`config.mk`:
```
export PLATFORM = sky130hd
export DESIGN_NAME = ethmac_ctrl_regs
export DESIGN_NICKNAME = d
export VERILOG_FILES = /design/src/rtl/ethmac_regs_pkg.sv /design/src/rtl/ethmac_reg_bank.sv /design/src/rtl/ethmac_cor_reg.sv /design/src/rtl/ethmac_bitbang_csr.sv /design/src/rtl/ethmac_ctrl_regs.sv
export SDC_FILE = /design/constraint.sdc
export NUM_CORES = 1
export LEC_CHECK = 0
export ABC_AREA = 1
export ABC_CLOCK_PERIOD_IN_PS = 3300
export BUFFER_PORTS_ARGS = -buffer_cell sky130_fd_sc_hd__buf_2
export CAP_MARGIN = 20
export CORE_ASPECT_RATIO = 1.1
export CORE_MARGIN = 5
export CORE_UTILIZATION = 55
export CTS_BUF_LIST = sky130_fd_sc_hd__clkbuf_2
export DETAILED_ROUTE_END_ITERATION = 7
export PLACE_DENSITY = 0.77
export SLEW_MARGIN = 0
export SYNTH_ARGS = -nofsm -noshare
export SYNTH_HDL_FRONTEND = slang
export SYNTH_SLANG_ARGS = --single-unit
```
`constraint.sdc`:
```
create_clock -name clk -period 3.3 [get_ports clk]
set_input_delay 0.33 -clock clk [delete_from_list [all_inputs] [get_ports clk]]
set_output_delay 0.33 -clock clk [all_outputs]
set_load 0.03 [all_outputs]
```
`src/rtl/ethmac_regs_pkg.sv`:
```
package ethmac_regs_pkg;
   localparam int FIFO_N_W     = 8;
   localparam int FIFO_UNIT_LG = 7;
   localparam int FIFO_SZ_W    = FIFO_N_W + FIFO_UNIT_LG + 1;
   localparam int PLAIN_N      = 15;
   localparam int PLAIN_IDX_W  = $clog2(PLAIN_N);

   localparam logic [7:0] OFS_CHIP   = 8'h01;
   localparam logic [7:0] OFS_MGMT   = 8'h02;
   localparam logic [7:0] OFS_GSTAT  = 8'h03;
   localparam logic [7:0] OFS_EE     = 8'h05;
   localparam logic [7:0] OFS_TXRST  = 8'h06;
   localparam logic [7:0] OFS_PEAK   = 8'h08;
   localparam logic [7:0] OFS_TXFIFO = 8'h0D;
   localparam logic [7:0] OFS_RXFIFO = 8'h0E;

   localparam int SLOT_XIF  = 0;
   localparam int SLOT_MASK = 1;
   localparam int SLOT_TXC  = 2;
   localparam int SLOT_RXC  = 6;
   localparam int SLOT_THR  = 7;

   typedef struct packed {
      logic                   hit;
      logic [PLAIN_IDX_W-1:0] idx;
   } slot_t;

   function automatic slot_t plain_slot(input logic [7:0] a);
      slot_t s;
      s.hit = 1'b1;
      case (a)
         8'h00:   s.idx = 4'd0;
         8'h04:   s.idx = 4'd1;
         8'h07:   s.idx = 4'd2;
         8'h09:   s.idx = 4'd3;
         8'h0A:   s.idx = 4'd4;
         8'h0B:   s.idx = 4'd5;
         8'h0C:   s.idx = 4'd6;
         8'h0F:   s.idx = 4'd7;
         8'h10:   s.idx = 4'd8;
         8'h11:   s.idx = 4'd9;
         8'h12:   s.idx = 4'd10;
         8'h13:   s.idx = 4'd11;
         8'h14:   s.idx = 4'd12;
         8'h15:   s.idx = 4'd13;
         8'h16:   s.idx = 4'd14;
         default: begin s.hit = 1'b0; s.idx = '0; end
      endcase
      return s;
   endfunction

   function automatic logic [FIFO_SZ_W-1:0] fifo_bytes(input logic [FIFO_N_W-1:0] n);
      logic [FIFO_SZ_W-1:0] t;
      t = FIFO_SZ_W'(n) + FIFO_SZ_W'(1);
      return t << FIFO_UNIT_LG;
   endfunction
endpackage

```
`src/rtl/ethmac_reg_bank.sv`:
```
module ethmac_reg_bank #(
   parameter int N     = 4,
   parameter int W     = 16,
   parameter int IDX_W = (N > 1) ? $clog2(N) : 1,
   parameter logic [N*W-1:0] RST_VEC = '0
) (
   input  logic             clk,
   input  logic             rst_n,
   input  logic             we,
   input  logic [IDX_W-1:0] idx,
   input  logic [W-1:0]     wdata,
   output logic [N*W-1:0]   q
);
   initial begin
      assert (N >= 1 && W >= 1) else $error("reg bank needs N and W of at least 1");
   end

   for (genvar i = 0; i < N; i++) begin : g_word
      always_ff @(posedge clk or negedge rst_n) begin
         if (!rst_n)                          q[i*W +: W] <= RST_VEC[i*W +: W];
         else if (we && idx == IDX_W'(i))     q[i*W +: W] <= wdata;
      end
   end

   // a write never aims past the last word
   a_r9_idx_in_range: assert property (@(posedge clk) disable iff (!rst_n)
      we |-> (int'(idx) < N));
endmodule

```
`src/rtl/ethmac_cor_reg.sv`:
```
module ethmac_cor_reg #(
   parameter int W    = 16,
   parameter bit PEAK = 1'b0
) (
   input  logic         clk,
   input  logic         rst_n,
   input  logic         clr,
   input  logic         upd,
   input  logic [W-1:0] upd_val,
   output logic [W-1:0] val
);
   logic [W-1:0] base;
   logic [W-1:0] nxt;

   assign base = clr ? '0 : val;

   if (PEAK) begin : g_peak
      always_comb nxt = (upd && upd_val > base) ? upd_val : base;
      // without a clear the peak never drops
      a_r3_peak_monotonic: assert property (@(posedge clk) disable iff (!rst_n)
         !clr |=> val >= $past(val));
   end else begin : g_accum
      always_comb nxt = base | (upd ? upd_val : '0);
      // without a clear set bits stay set
      a_r2_bits_sticky: assert property (@(posedge clk) disable iff (!rst_n)
         !clr |=> (val & $past(val)) == $past(val));
   end

   always_ff @(posedge clk or negedge rst_n) begin
      if (!rst_n) val <= '0;
      else        val <= nxt;
   end

   // a clear with no coincident update leaves zero
   a_r2_clear_empties: assert property (@(posedge clk) disable iff (!rst_n)
      (clr && (!upd || upd_val == '0)) |=> val == '0);
endmodule

```
`src/rtl/ethmac_bitbang_csr.sv`:
```
module ethmac_bitbang_csr #(
   parameter int W         = 16,
   parameter int CLK_BIT   = 0,
   parameter int DOUT_BIT  = 1,
   parameter int IN_BIT    = 3,
   parameter int SEL_BIT   = 2,
   parameter bit SEL_IS_CS = 1'b0
) (
   input  logic         clk,
   input  logic         rst_n,
   input  logic         we,
   input  logic [W-1:0] wdata,
   input  logic         in_bit,
   output logic [W-1:0] rd_val,
   output logic         stb_a,
   output logic         stb_b,
   output logic         bit_o,
   output logic         eng_rst
);
   initial begin
      assert (CLK_BIT < W && DOUT_BIT < W && IN_BIT < W && SEL_BIT < W)
         else $error("bit-bang field position outside the word");
   end

   logic [W-1:0] prev;
   logic         rise;

   assign rise = we && wdata[CLK_BIT] && !prev[CLK_BIT];

   always_ff @(posedge clk or negedge rst_n) begin
      if (!rst_n) begin
         prev  <= '0;
         bit_o <= 1'b0;
      end else if (we) begin
         prev  <= wdata;
         bit_o <= wdata[DOUT_BIT];
      end
   end

   if (SEL_IS_CS) begin : g_chip_sel
      always_ff @(posedge clk or negedge rst_n) begin
         if (!rst_n) begin
            stb_a   <= 1'b0;
            eng_rst <= 1'b0;
         end else begin
            stb_a   <= rise && wdata[SEL_BIT];
            eng_rst <= we && !wdata[SEL_BIT];
         end
      end
      assign stb_b = 1'b0;
      // the engine reset and a bit strobe never coincide
      a_r7_reset_no_strobe: assert property (@(posedge clk) disable iff (!rst_n)
         !(eng_rst && stb_a));
   end else begin : g_dir_sel
      always_ff @(posedge clk or negedge rst_n) begin
         if (!rst_n) begin
            stb_a <= 1'b0;
            stb_b <= 1'b0;
         end else begin
            stb_a <= rise && wdata[SEL_BIT];
            stb_b <= rise && !wdata[SEL_BIT];
         end
      end
      assign eng_rst = 1'b0;
      // transmit and receive strobes are exclusive
      a_r5_dir_exclusive: assert property (@(posedge clk) disable iff (!rst_n)
         !(stb_a && stb_b));
      a_r5_rx_single_cycle: assert property (@(posedge clk) disable iff (!rst_n)
         stb_b |=> !stb_b);
   end

   always_comb begin
      rd_val         = prev;
      rd_val[IN_BIT] = in_bit;
   end

   // a strobe lasts one cycle and always follows a write
   a_r5_single_cycle: assert property (@(posedge clk) disable iff (!rst_n)
      stb_a |=> !stb_a);
   a_r5_after_write: assert property (@(posedge clk) disable iff (!rst_n)
      stb_a |-> $past(we));
endmodule

```
`src/rtl/ethmac_ctrl_regs.sv`:
```
module ethmac_ctrl_regs
   import ethmac_regs_pkg::*;
#(
   parameter int          ADDR_W     = 8,
   parameter int          DATA_W     = 16,
   parameter int          STA_WORDS  = 3,
   parameter int          HASH_WORDS = 4,
   parameter int          PEAK_W     = 8,
   parameter logic [15:0] CHIP_ID    = 16'h00C3
) (
   input  logic                       clk,
   input  logic                       rst_n,
   input  logic                       bus_sel,
   input  logic                       bus_wr,
   input  logic [ADDR_W-1:0]          bus_addr,
   input  logic [DATA_W-1:0]          bus_wdata,
   output logic [DATA_W-1:0]          bus_rdata,
   input  logic [DATA_W-1:0]          evt_set,
   input  logic                       att_valid,
   input  logic [PEAK_W-1:0]          att_count,
   input  logic                       mdio_in,
   output logic                       mdio_tx_stb,
   output logic                       mdio_rx_stb,
   output logic                       mdio_bit,
   input  logic                       ee_in,
   output logic                       ee_stb,
   output logic                       ee_bit,
   output logic                       ee_rst,
   output logic [DATA_W-1:0]          evt_mask,
   output logic                       tx_fifo_en,
   output logic [FIFO_SZ_W-1:0]       tx_fifo_bytes,
   output logic [DATA_W-1:0]          tx_fifo_thresh,
   output logic                       rx_fifo_en,
   output logic [FIFO_SZ_W-1:0]       rx_fifo_bytes,
   output logic [DATA_W-1:0]          tx_cfg,
   output logic [DATA_W-1:0]          rx_cfg,
   output logic [DATA_W-1:0]          xif_cfg,
   output logic [STA_WORDS*DATA_W-1:0]  station_addr,
   output logic [HASH_WORDS*DATA_W-1:0] hash_filter
);
   localparam int FCTL_W   = FIFO_N_W + 1;
   localparam int STA_IW   = $clog2(STA_WORDS);
   localparam int HASH_IW  = $clog2(HASH_WORDS);
   localparam logic [PLAIN_N*DATA_W-1:0] PLAIN_RST =
      (PLAIN_N*DATA_W)'({DATA_W{1'b1}}) << (SLOT_MASK*DATA_W);

   initial begin
      assert (ADDR_W == 8) else $error("offset decode expects an 8-bit offset");
      assert (DATA_W == 16) else $error("register word must be 16 bits");
      assert (STA_WORDS == 3 && HASH_WORDS == 4) else $error("filter word counts fixed by decode");
      assert (PEAK_W <= DATA_W) else $error("peak field wider than the word");
   end

   // ---------------- access decode ----------------
   logic  wr_en, rd_en;
   slot_t psl;
   logic  sta_hit, hash_hit;
   logic [STA_IW-1:0]  sta_idx;
   logic [HASH_IW-1:0] hash_idx;

   assign wr_en    = bus_sel && bus_wr;
   assign rd_en    = bus_sel && !bus_wr;
   assign psl      = plain_slot(bus_addr);
   assign sta_hit  = (bus_addr[3:0] == 4'hD) && (bus_addr[7:4] >= 4'd6) && (bus_addr[7:4] <= 4'd8);
   assign sta_idx  = STA_IW'(4'd8 - bus_addr[7:4]);
   assign hash_hit = (bus_addr[3:0] == 4'hE) && (bus_addr[7:4] >= 4'd4) && (bus_addr[7:4] <= 4'd7);
   assign hash_idx = bus_addr[5:4];

   // ---------------- plain registers ----------------
   logic [PLAIN_N*DATA_W-1:0] plain_q;

   ethmac_reg_bank #(
      .N(PLAIN_N), .W(DATA_W), .IDX_W(PLAIN_IDX_W), .RST_VEC(PLAIN_RST)
   ) plain_i (
      .clk(clk), .rst_n(rst_n), .we(wr_en && psl.hit), .idx(psl.idx),
      .wdata(bus_wdata), .q(plain_q)
   );

   assign xif_cfg        = plain_q[SLOT_XIF*DATA_W  +: DATA_W];
   assign evt_mask       = plain_q[SLOT_MASK*DATA_W +: DATA_W];
   assign tx_cfg         = plain_q[SLOT_TXC*DATA_W  +: DATA_W];
   assign rx_cfg         = plain_q[SLOT_RXC*DATA_W  +: DATA_W];
   assign tx_fifo_thresh = plain_q[SLOT_THR*DATA_W  +: DATA_W];

   // ---------------- filter banks ----------------
   ethmac_reg_bank #(.N(STA_WORDS), .W(DATA_W), .IDX_W(STA_IW)) sta_i (
      .clk(clk), .rst_n(rst_n), .we(wr_en && sta_hit), .idx(sta_idx),
      .wdata(bus_wdata), .q(station_addr)
   );

   ethmac_reg_bank #(.N(HASH_WORDS), .W(DATA_W), .IDX_W(HASH_IW)) hash_i (
      .clk(clk), .rst_n(rst_n), .we(wr_en && hash_hit), .idx(hash_idx),
      .wdata(bus_wdata), .q(hash_filter)
   );

   // ---------------- FIFO control ----------------
   logic [FCTL_W-1:0] txf_q, rxf_q;

   always_ff @(posedge clk or negedge rst_n) begin
      if (!rst_n) begin
         txf_q <= '0;
         rxf_q <= '0;
      end else if (wr_en) begin
         if (bus_addr == OFS_TXFIFO) txf_q <= bus_wdata[FCTL_W-1:0];
         if (bus_addr == OFS_RXFIFO) rxf_q <= bus_wdata[FCTL_W-1:0];
      end
   end

   assign tx_fifo_en    = txf_q[0];
   assign rx_fifo_en    = rxf_q[0];
   assign tx_fifo_bytes = fifo_bytes(txf_q[FCTL_W-1:1]);
   assign rx_fifo_bytes = fifo_bytes(rxf_q[FCTL_W-1:1]);

   // ---------------- transmit soft reset ----------------
   logic txrst_q;

   always_ff @(posedge clk or negedge rst_n) begin
      if (!rst_n)                                                   txrst_q <= 1'b1;
      else if (wr_en && bus_addr == OFS_TXRST && bus_wdata == 16'd1) txrst_q <= 1'b0;
   end

   // the soft-reset flag never re-arms outside reset
   a_r8_no_rearm: assert property (@(posedge clk) disable iff (!rst_n)
      !$rose(txrst_q));

   // ---------------- clear-on-read registers ----------------
   logic [DATA_W-1:0] gstat_q;
   logic [PEAK_W-1:0] peak_q;

   ethmac_cor_reg #(.W(DATA_W), .PEAK(1'b0)) gstat_i (
      .clk(clk), .rst_n(rst_n), .clr(rd_en && bus_addr == OFS_GSTAT),
      .upd(1'b1), .upd_val(evt_set), .val(gstat_q)
   );

   ethmac_cor_reg #(.W(PEAK_W), .PEAK(1'b1)) peak_i (
      .clk(clk), .rst_n(rst_n), .clr(rd_en && bus_addr == OFS_PEAK),
      .upd(att_valid), .upd_val(att_count), .val(peak_q)
   );

   // ---------------- bit-bang CSRs ----------------
   logic [DATA_W-1:0] mgmt_rd, ee_rd;
   logic              mgmt_unused_rst, ee_unused_b;

   ethmac_bitbang_csr #(
      .W(DATA_W), .CLK_BIT(0), .DOUT_BIT(1), .IN_BIT(3), .SEL_BIT(2), .SEL_IS_CS(1'b0)
   ) mgmt_i (
      .clk(clk), .rst_n(rst_n), .we(wr_en && bus_addr == OFS_MGMT), .wdata(bus_wdata),
      .in_bit(mdio_in), .rd_val(mgmt_rd), .stb_a(mdio_tx_stb), .stb_b(mdio_rx_stb),
      .bit_o(mdio_bit), .eng_rst(mgmt_unused_rst)
   );

   ethmac_bitbang_csr #(
      .W(DATA_W), .CLK_BIT(0), .DOUT_BIT(1), .IN_BIT(2), .SEL_BIT(3), .SEL_IS_CS(1'b1)
   ) ee_i (
      .clk(clk), .rst_n(rst_n), .we(wr_en && bus_addr == OFS_EE), .wdata(bus_wdata),
      .in_bit(ee_in), .rd_val(ee_rd), .stb_a(ee_stb), .stb_b(ee_unused_b),
      .bit_o(ee_bit), .eng_rst(ee_rst)
   );

   // ---------------- read path ----------------
   logic [DATA_W-1:0] rd_nxt;

   always_comb begin
      rd_nxt = '0;
      if (psl.hit)                   rd_nxt = plain_q[int'(psl.idx)*DATA_W +: DATA_W];
      else if (sta_hit)              rd_nxt = station_addr[int'(sta_idx)*DATA_W +: DATA_W];
      else if (hash_hit)             rd_nxt = hash_filter[int'(hash_idx)*DATA_W +: DATA_W];
      else begin
         case (bus_addr)
            OFS_CHIP:   rd_nxt = CHIP_ID;
            OFS_MGMT:   rd_nxt = mgmt_rd;
            OFS_GSTAT:  rd_nxt = gstat_q;
            OFS_EE:     rd_nxt = ee_rd;
            OFS_TXRST:  rd_nxt = DATA_W'(txrst_q);
            OFS_PEAK:   rd_nxt = DATA_W'(peak_q);
            OFS_TXFIFO: rd_nxt = DATA_W'(txf_q);
            OFS_RXFIFO: rd_nxt = DATA_W'(rxf_q);
            default:    rd_nxt = '0;
         endcase
      end
   end

   always_ff @(posedge clk or negedge rst_n) begin
      if (!rst_n)     bus_rdata <= '0;
      else if (rd_en) bus_rdata <= rd_nxt;
   end

   // the identity word is constant at the port
   a_r12_chip_id: assert property (@(posedge clk) disable iff (!rst_n)
      (rd_en && bus_addr == OFS_CHIP) |=> bus_rdata == CHIP_ID);
   // unimplemented offsets read as zero
   a_r10_hole_zero: assert property (@(posedge clk) disable iff (!rst_n)
      (rd_en && bus_addr[3:0] == 4'hF && bus_addr[7:4] != 4'h0) |=> bus_rdata == '0);
endmodule

```
==> out/metrics.yaml <==
status: "finished, final reports clean"
dr.pass1.iters: 7
tightest_slew_ns: 1.16
cts_buffers: 107
io_buffers: 288
grt_max_degree: 97
yosysSeqAreaShare_pct: 50.8
drtIter0Drc: 2603
drive_gt1_share_pct: 18.1
finish.utilization_pct: 64.2
drc: 0
critical_path_buf_inv_count: 6
setup_tns_ns: 0
initial_utilization_pct: 55.9
gp_congestion: 0.988
die_h_um: 220
drt-total-wl_um: 76100
synthArstFlopShare_pct: 100
viasPerCell: 5.85
nets: 3131
synth_area_um2: 21900
arrival_ns: 3.96
path_clk_slew_ns: 0.12
leakagePower_nw: 13.1
dr_total_vias: 21400
first_global_vias: 20700
finClkSkew_ns: 0.0821
cpLargestDelayFamily: "buffers and inverters"
yosys.area_share.simple_pct: 23.7
p_per_area_nw_per_um2: 451
slowest_delay_ns: 0.57
cts-root-buf: "clkbuf_2"
clk_path_buf_depth: 3
synth_compound_area_share_pct: 15.1
synth_edf_count: 0
pin_count: 303
synth_top_area_cell: "dfrtp_1"
syn_area_per_cell_um2: 7.89
rsz0062_at_grt: "false"
row_count: 76
maxCapViolations: 0
grt_pass1_wl_um: 119000
synthFlopType: "dfrtp_1"
area_growth_pct: 14.9
grt-ovfl-total: 0
regArea_um2: 11200
synth_mux_area_share_pct: 0
coreArea_um2: 39300
worstPathMaxFanout: 16
cts.sinks: 445
antenna_found_initial: 2
synth_xor_area_share_pct: 0.479
fmax_mhz: 330
ctsResizeCount: 0
cp_data_required_time_ns: 4.23
yosysWarnings: 0
synth_top_family_by_area: "simple AND/OR/NAND/NOR gates"
detail_route.wl_per_cell_um: 20.8
htree_levels: 3
hold_viol: 0
slew_violations: 0
period_needed_ns: 3.03
cp-start-kind: "primary input"
synth_fa_ha_area_share_pct: 0.969
synth_area_leaders: "dfrtp_1 49%, nand2_1 17%, o21ai_0 6.0%, nand3_1 4.0%, o21ai_1 3.6%"
crit_path_end_kind: "flop"
synth_cells: 2781
cts_tree: "built"
n_fill_cell: 3360
hold_path_class: "primary input to flop"
multiInputGateArea_um2: 8930
critical_path_class: "primary input to flop"
synth_top_area_share_pct: 48.8
slew_headroom_pct: 22.8
dpl.hpwl_um: 50000
setup_viol_count_final: 0
die_w_um: 200
cp_cell_sequence: "dlygate4sd3_1 > buf_2 > inv_1 > ha_1 > inv_1 > nor2_2 > nand3_1 > clkinv_2 > nand2_2 > nand2_1 > ha_1 > nand2_1 > o21a_1 > o221ai_1 > o311ai_4 > nor2_1 > dlygate4sd3_1 > a21oi_1"
period_share_pct: 91.8
insertion_delay_ns: 1.08
synth-seq-cells: 445
ant_nets: 0
crit_slowest_cell: "dlygate4sd3_1"
synth_cell_types: 45
die-area_um2: 44000
grt.total_usage_pct: 34.1
vdd_drop_max_uv: 365
routing by layer:
| metal | track usage, % | routed length, µm | vias up |
|---|---|---|---|
| li1 | - | - | 9620 |
| met1 | 45.3 | 29100 | 10100 |
| met2 | 51.8 | 33800 | 1433 |
| met3 | 8.80 | 8880 | 251 |
| met4 | 18.2 | 4300 | 2 |
| met5 | 0 | 17 | - |
state kept, by name, indices dropped and copies added (netlist names), 8 cells and up:
| name | cells |
|---|---|
| plain_i.q | 240 |
| hash_i.q | 64 |
| sta_i.q | 48 |
| bus_rdata | 16 |
| gstat_i.val | 16 |
| ee_i.prev | 15 |
| mgmt_i.prev | 15 |
| rxf_q | 9 |
| txf_q | 9 |
| peak_i.val | 8 |
layout by cell type (no fill, tap or decap), drive strengths merged, types with 2 or more instances in the layout:
cell / netlist / routed
nand2: 990 / 990
dfrtp: 428 / 428
o21ai: 420 / 420
buf: 156 / 358
nand3: 178 / 178
clkbuf: 130 / 158
inv: 113 / 114
nor2: 104 / 104
a21oi: 90 / 90
dlygate4sd3: 0 / 84
clkinv: 7 / 42
o21a: 18 / 18
ha: 17 / 17
dfstp: 17 / 17
o21bai: 16 / 16
a221o: 14 / 14
conb: 1 / 14
xor2: 12 / 12
nand4: 10 / 10
o22ai: 9 / 9
nor3: 9 / 9
o211ai: 7 / 7
a22oi: 7 / 7
a32o: 7 / 7
a221oi: 5 / 5
nor4: 4 / 4
diode: 0 / 3
bufinv: 0 / 3
a211oi: 3 / 3
o221ai: 2 / 2
area by class of cell:
class	instances	area share (%)
Sequential cell	445	44.3
Antenna cell	3	0.0298
Tap cell	507	2.52
Clock inverter	39	0.923
Inverter	120	1.80
Multi-Input combinational cell	1943	35.4
Clock buffer	158	3.14
Timing Repair Buffer	442	11.9
cells in the mapped netlist (2+ instances only):
| master | count |
|---|---|
| a211oi_1 | 3 |
| a21oi_1 | 90 |
| a221o_1 | 14 |
| a221oi_1 | 5 |
| a22oi_1 | 7 |
| a32o_1 | 7 |
| buf_1 | 11 |
| buf_2 | 49 |
| buf_4 | 95 |
| clkbuf_1 | 130 |
| clkinv_1 | 7 |
| dfrtp_1 | 428 |
| dfstp_2 | 17 |
| ha_1 | 17 |
| inv_1 | 108 |
| inv_2 | 5 |
| nand2_1 | 986 |
| nand2_2 | 4 |
| nand3_1 | 177 |
| nand4_1 | 10 |
| nor2_1 | 100 |
| nor2_2 | 2 |
| nor2_4 | 2 |
| nor3_1 | 6 |
| nor3_4 | 2 |
| nor4_1 | 4 |
| o211ai_1 | 7 |
| o21a_1 | 18 |
| o21ai_0 | 263 |
| o21ai_1 | 157 |
| o21bai_1 | 16 |
| o221ai_1 | 2 |
| o22ai_1 | 9 |
| xor2_1 | 12 |
per-stage QoR:
step	instances	instance area [µm²]	hold slack, ns	total power [mW]	setup WS (ns)
final	3657	25200	0.0761	11.4	0.270
after global routing	3655	25200	0.0465	11.9	0.0669
after CTS	3652	25100	0.00458	11.4	0.382
after detailed placement	3370	23300	0.439	7.49	0.203
after global placement	3370	23300	0.421	7.46	0.212
after floorplan	2794	22000	0.0344	6.88	0.00557
cell families after synthesis:
family          Yosys count
compound gates          604
other cells               1
fa+ha+maj                17
buf+inv                 406
flops                   445
simple gates           1296
xor+xnor                 12
power by group:
group | total [mW] | switching [mW] | internal, mW
Clock | 3.82 | 2.30 | 1.52
Combinational | 1.73 | 1.20 | 0.526
Sequential | 5.83 | 0.183 | 5.65
Total | 11.4 | 3.68 | 7.69
path summary, 6_finish.rpt:
path,to,from,cells past startpoint,slack [ns]
setup / recovery,peak_i.val[3]$_DFF_PN0_,bus_addr[4],18,0.27
hold / removal,sta_i.q[17]$_DFFE_PN0P_,bus_wdata[1],4,0.08
setup reg to reg,peak_i.val[3]$_DFF_PN0_,peak_i.val[3]$_DFF_PN0_,9,0.68
hold reg to reg,ee_i.stb_a$_DFF_PN0_,ee_i.prev[0]$_DFFE_PN0P_,1,0.45
max in group asynchronous,plain_i.q[187]$_DFFE_PN0P_,rst_n,4,2.24
min in group asynchronous,ee_i.prev[14]$_DFFE_PN0P_,rst_n,4,0.56
worst reg2reg max path, cell delays in order (launching register included):
cell and delay, ns:
dfrtp_1 0.41, nand2_1 0.09, ha_1 0.31, nand2_1 0.10, o21a_1 0.20, o221ai_1 0.28
o311ai_4 0.28, nor2_1 0.19, dlygate4sd3_1 0.57, a21oi_1 0.05
repair_timing:
item / in CTS / in global routing
endpoints found under the setup margin: 0 / 0
buffers inserted: 0 / 0
hold buffers: 85 / 0
hold endpoints to repair: 633 / 0
Power figures use the tool's default switching activity.
